## src/rtl/clkdiv_pkg.sv

```systemverilog
package clkdiv_pkg;

   // Counter width able to hold 0 .. max_half-1
   function automatic int unsigned cnt_width(input int unsigned max_half);
      return (max_half < 2) ? 1 : $clog2(max_half);
   endfunction

   function automatic int unsigned max2(input int unsigned x, input int unsigned y);
      return (x > y) ? x : y;
   endfunction

   typedef enum logic {
      RATIO_LO = 1'b0,
      RATIO_HI = 1'b1
   } ratio_sel_e;

endpackage

```

## src/rtl/clkdiv_run_sync.sv

```systemverilog
module clkdiv_run_sync (
   input  logic clk,
   input  logic mrst,
   input  logic freeze_req,
   output logic run
);
   logic run_q;

   // Falling-edge capture: the value is settled half a cycle before the
   // rising edge it gates, so a stop or restart always spans whole cycles.
   always_ff @(negedge clk or posedge mrst) begin
      if (mrst) run_q <= 1'b1;
      else      run_q <= ~freeze_req;
   end

   assign run = run_q;
endmodule

```

## src/rtl/clkdiv_bank.sv

```systemverilog
module clkdiv_bank
   import clkdiv_pkg::*;
#(
   parameter int unsigned HALF_LO    = 1,
   parameter int unsigned HALF_HI    = 2,
   parameter int unsigned COPIES     = 2,
   parameter bit          REG_COPIES = 1'b1
) (
   input  logic              clk,
   input  logic              mrst,
   input  logic              run,
   input  logic              sel,
   output logic [COPIES-1:0] out
);
   localparam int unsigned CW = cnt_width(max2(HALF_LO, HALF_HI));
   localparam logic [CW-1:0] LO_M1 = CW'(HALF_LO - 1);
   localparam logic [CW-1:0] HI_M1 = CW'(HALF_HI - 1);

   if (HALF_LO < 1) begin : g_bad_lo
      $error("clkdiv_bank: HALF_LO must be at least 1");
   end
   if (HALF_HI < 1) begin : g_bad_hi
      $error("clkdiv_bank: HALF_HI must be at least 1");
   end
   if (COPIES < 1) begin : g_bad_copies
      $error("clkdiv_bank: COPIES must be at least 1");
   end

   logic [CW-1:0] cnt_q;
   logic [CW-1:0] span_q;
   logic [CW-1:0] live_span;
   logic [CW-1:0] cur_span;
   logic          at_start;
   logic          lvl_q;

   assign live_span = (ratio_sel_e'(sel) == RATIO_HI) ? HI_M1 : LO_M1;
   assign at_start  = (cnt_q == '0);
   // The ratio is read only when a level begins; afterwards the held copy rules.
   assign cur_span  = at_start ? live_span : span_q;

   always_ff @(posedge clk or posedge mrst) begin
      if (mrst) begin
         cnt_q  <= '0;
         span_q <= '0;
         lvl_q  <= 1'b0;
      end else if (run) begin
         if (at_start) begin
            lvl_q  <= ~lvl_q;
            span_q <= live_span;
         end
         cnt_q <= (cnt_q == cur_span) ? '0 : cnt_q + 1'b1;
      end
   end

   for (genvar i = 0; i < COPIES; i++) begin : g_copy
      if (REG_COPIES) begin : g_reg
         logic copy_q;
         always_ff @(posedge clk or posedge mrst) begin
            if (mrst)                 copy_q <= 1'b0;
            else if (run && at_start) copy_q <= ~copy_q;
         end
         assign out[i] = copy_q;
      end else begin : g_wire
         assign out[i] = lvl_q;
      end
   end
endmodule

```

## src/rtl/clkdiv_dual_bank.sv

```systemverilog
module clkdiv_dual_bank #(
   parameter int unsigned A_HALF_LO  = 1,
   parameter int unsigned A_HALF_HI  = 2,
   parameter int unsigned B_HALF_LO  = 2,
   parameter int unsigned B_HALF_HI  = 3,
   parameter int unsigned COPIES     = 2,
   parameter bit          REG_COPIES = 1'b1
) (
   input  logic              clk,
   input  logic              mrst,
   input  logic              freeze_req,
   input  logic              a_sel,
   input  logic              b_sel,
   output logic [COPIES-1:0] a_out,
   output logic [COPIES-1:0] b_out
);
   logic run_w;

   clkdiv_run_sync u_run (
      .clk        (clk),
      .mrst       (mrst),
      .freeze_req (freeze_req),
      .run        (run_w)
   );

   clkdiv_bank #(
      .HALF_LO    (A_HALF_LO),
      .HALF_HI    (A_HALF_HI),
      .COPIES     (COPIES),
      .REG_COPIES (REG_COPIES)
   ) u_bank_a (
      .clk  (clk),
      .mrst (mrst),
      .run  (run_w),
      .sel  (a_sel),
      .out  (a_out)
   );

   clkdiv_bank #(
      .HALF_LO    (B_HALF_LO),
      .HALF_HI    (B_HALF_HI),
      .COPIES     (COPIES),
      .REG_COPIES (REG_COPIES)
   ) u_bank_b (
      .clk  (clk),
      .mrst (mrst),
      .run  (run_w),
      .sel  (b_sel),
      .out  (b_out)
   );
endmodule

```

## config.mk

```make
export PLATFORM = sky130hd
export DESIGN_NAME = clkdiv_dual_bank
export DESIGN_NICKNAME = d
export VERILOG_FILES = /design/src/rtl/clkdiv_pkg.sv /design/src/rtl/clkdiv_run_sync.sv /design/src/rtl/clkdiv_bank.sv /design/src/rtl/clkdiv_dual_bank.sv
export SDC_FILE = /design/constraint.sdc
export NUM_CORES = 1
export LEC_CHECK = 0
export CAP_MARGIN = 0
export CORE_MARGIN = 8
export CORE_UTILIZATION = 35
export CTS_CLUSTER_SIZE = 40
export DETAILED_ROUTE_END_ITERATION = 12
export GPL_TIMING_DRIVEN = 0
export HOLD_SLACK_MARGIN = 0.05
export PLACE_DENSITY = 0.67
export SYNTH_ARGS = -nofsm -noshare
export SYNTH_HDL_FRONTEND = slang
export SYNTH_SLANG_ARGS = --single-unit
```

## constraint.sdc

```tcl
create_clock -name clk -period 4.85 [get_ports clk]
set_clock_uncertainty 0.15 [all_clocks]
set_input_delay 0.97 -clock clk [delete_from_list [all_inputs] [get_ports clk]]
set_output_delay 0.97 -clock clk [all_outputs]
set_load 0.02 [all_outputs]
```

==> flow_summary.json, run 1 <==
{
  "outcome": "complete, no violations",
  "synth_top_area_cell": "dfrtp_1",
  "crit_family": "flip-flops",
  "maxCapViolations": 0,
  "path_depth": 3,
  "cp_max_fo": 10,
  "startpoint_type": "register",
  "whs_ps": 321,
  "grt_pass1_wl_um": 1270,
  "clk_latency_ps": 310,
  "hold_violations": 0,
  "yosysSeqAreaShare_pct": 49.0,
  "cts_tree": "yes",
  "end_kind": "register",
  "p_int_uw": 267,
  "die_h_um": 54.3,
  "sw_frac_of_total_pct": 35.2,
  "worstPathArrival_ps": 3870,
  "num_rows": 14,
  "crit_chain": "buf_2, nand2_1, mux2_2",
  "ys_ff_latch": 10,
  "drive_gt1_share_pct": 18.3,
  "area_growth_syn_to_layout_pct": 24.6,
  "hp-class": "register to register",
  "firstDrtPassIters": 3,
  "netlist.area_leader.share_pct": 43.9,
  "p_comb_share_pct": 48.4,
  "leakage_uw": 0.000283,
  "fillers": 149,
  "post_drt_via_cell_ratio": 4.80,
  "worst_path_largest_cell_delay_ps": 500,
  "synth_cells": 48,
  "layout.nets": 67,
  "pin_count": 9,
  "timing.slew.headroom_pct": 75.2,
  "gp_congestion": 0.772,
  "wl_um": 844,
  "antennaDiodeCount": 0,
  "critPathKind": "register to register",
  "core_area_sq_mm": 0.00144,
  "dieArea_sq_mm": 0.00295,
  "setup_tns_ps": 0,
  "post_cts_buffers": 0,
  "numClockSinks": 10,
  "crit_buf_inv": 1,
  "slowest_stage": "dfstp_2",
  "antenna_found_initial": 0,
  "p_sw_uw": 145,
  "multi_input_area_sq_um": 196,
  "antenna_left": 0,
  "worst_slew_pin_slew_ps": 372,
  "p_seq_share_pct": 36.3,
  "grt_start_max_net_pins": 11,
  "clk_pin_slew_ps": 60,
  "hold-path-cell-count": 1,
  "syn_area_sq_um": 513,
  "final_max_slew_viol_count": 0,
  "overflow": 0,
  "final_util_pct": 44.5,
  "io_buffers": 8,
  "die_x_um": 54.3,
  "irDropWorstVdd_v": 0.000215,
  "rsz0062_at_grt": "false",
  "ys_warn_count": 0,
  "r2r_cells": 3,
  "cts_root_buf": "clkbuf_4",
  "detail_route.wl_per_cell_um": 11.1,
  "clkPwrFrac_pct": 15.3,
  "dpl.hpwl_um": 642,
  "synthTopCellsByArea": "dfrtp_1 44%, xnor2_1 6.8%, buf_4 5.9%, dfstp_2 5.1%, inv_1 3.7%",
  "drc": 0,
  "avgSynthCellArea_sq_um": 10.7,
  "initial_core_util_pct": 35.7,
  "cts_resized": 0,
  "regToRegSetupSlack_ps": 980,
  "clockBufferDepth": 2,
  "ctsHoldBuffers": 0,
  "syn_nets": 54,
  "numCtsBuffers": 3,
  "vias": 365,
  "regArea_sq_um": 251,
  "synth_cell_types": 24,
  "track_usage_pct": 6.38,
  "setup_viol": 0,
  "required_ps": 4850,
  "htreeDepth": 1,
  "drt_iter0_drc": 1,
  "pwr_density_cell_mw_per_mm2": 644,
  "grt_pass1_vias": 318
}
## through the flow
stage               instance area [sq um]  power [uW]  setup slack, ps  std cells
floorplan                             513         295             1110         48
global placement                      613         349              691         72
detailed placement                    613         353              679         72
CTS                                   639         417              970         76
global route                          639         437              910         76
finish                                639         412              981         76
## power by group through the flow
stage,Clock (uW),Combinational (uW),Sequential [uW]
final,62.8,199,150
after detailed placement,2.58,200,151
after floorplan,2.58,149,143
after global placement,2.58,197,149
after global routing,68.5,215,154
after CTS,65.4,202,150
## final timing paths
check	startpoint	end
max	u_run.run	u_bank_b.span_q[1]
min	u_bank_b.g_copy[0].g_reg.copy_q	u_bank_b.g_copy[0].g_reg.copy_q
max reg2reg	u_run.run	u_bank_b.span_q[1]
min reg2reg	u_bank_b.g_copy[0].g_reg.copy_q	u_bank_b.g_copy[0].g_reg.copy_q
max in group asynchronous	mrst	u_run.run
min in group asynchronous	mrst	u_bank_a.g_copy[1].g_reg.copy_q
## metal layers
metal / global-route usage (%) / routed length (um)
met1: 6.69 / 363
met5: 0 / 0
met2: 9.54 / 396
met3: 3.26 / 62
met4: 4.92 / 21
## area by class of cell
class / instances / area share, %
sequential: 10 / 39.3
multi-input combinational: 27 / 30.7
timing repair buffer: 8 / 12.5
buffer: 6 / 7.24
clock buffer: 4 / 4.11
tap: 16 / 3.13
inverter: 4 / 2.35
clock inverter: 1 / 0.587
## cell families (layout without fill, tap and decap cells)
logic type	Yosys count	after routing	share of synthesized area (%)
muxes	2	2	4.15
DFF	10	10	49.0
and+or+nand+nor	11	11	12.9
AOI/OAI and AO/OA	8	8	10.2
adders and majority gates	1	1	2.44
xor gates and xnor gates	5	5	8.54
buffers and inverters	11	23	12.7
## cells in the final DEF, fill, tap and decap left out, types with 2 or more instances in the layout
cell             n
dfrtp_1          9
clkdlybuf4s50_1  8
inv_1            5
xnor2_1          4
buf_4            4
nand2_1          3
clkbuf_4         3
or3b_1           2
a21oi_1          2
o22ai_1          2
a21boi_0         2
## Yosys cell counts, drive strengths merged
cell	n
nand2b	1
a31oi	1
o22ai	2
a21oi	2
ha	1
or4	1
dfrtp	9
o311ai	1
nand3	1
nand3b	1
xnor2	4
and2b	1
xor2	1
nand2	3
or3b	2
buf	6
mux2	1
nor2	1
mux2i	1
inv	5
dfstp	1
a21boi	2
## registers in the layout, indices dropped and copies added (netlist names)
name                          cells
u_bank_a.cnt_q                    1
u_bank_a.g_copy.g_reg.copy_q      2
u_bank_b.cnt_q                    2
u_bank_b.g_copy.g_reg.copy_q      2
u_bank_b.span_q                   2
u_run.run                         1
Note: power is estimated with default switching activity, not from simulation.
==> inputs of run 2 (changes only) <==
==> constraint.sdc (replaced) <==
create_clock -name clk -period 3.9 [get_ports clk]
set_clock_uncertainty 0.15 [all_clocks]
set_input_delay 0.78 -clock clk [delete_from_list [all_inputs] [get_ports clk]]
set_output_delay 0.78 -clock clk [all_outputs]
set_load 0.02 [all_outputs]
==> results of run 2 <==
Same layout as run 1 (identical final DEF). Status: complete, no violations.
Main changes from that run: setup slack after placement 679 ps -> 394 ps; setup slack after layout 981 ps -> 506 ps; register-to-register setup slack 980 ps -> 510 ps; total power 412 uW -> 512 uW; worst IR drop on VDD 0.000215 V -> 0.000267 V
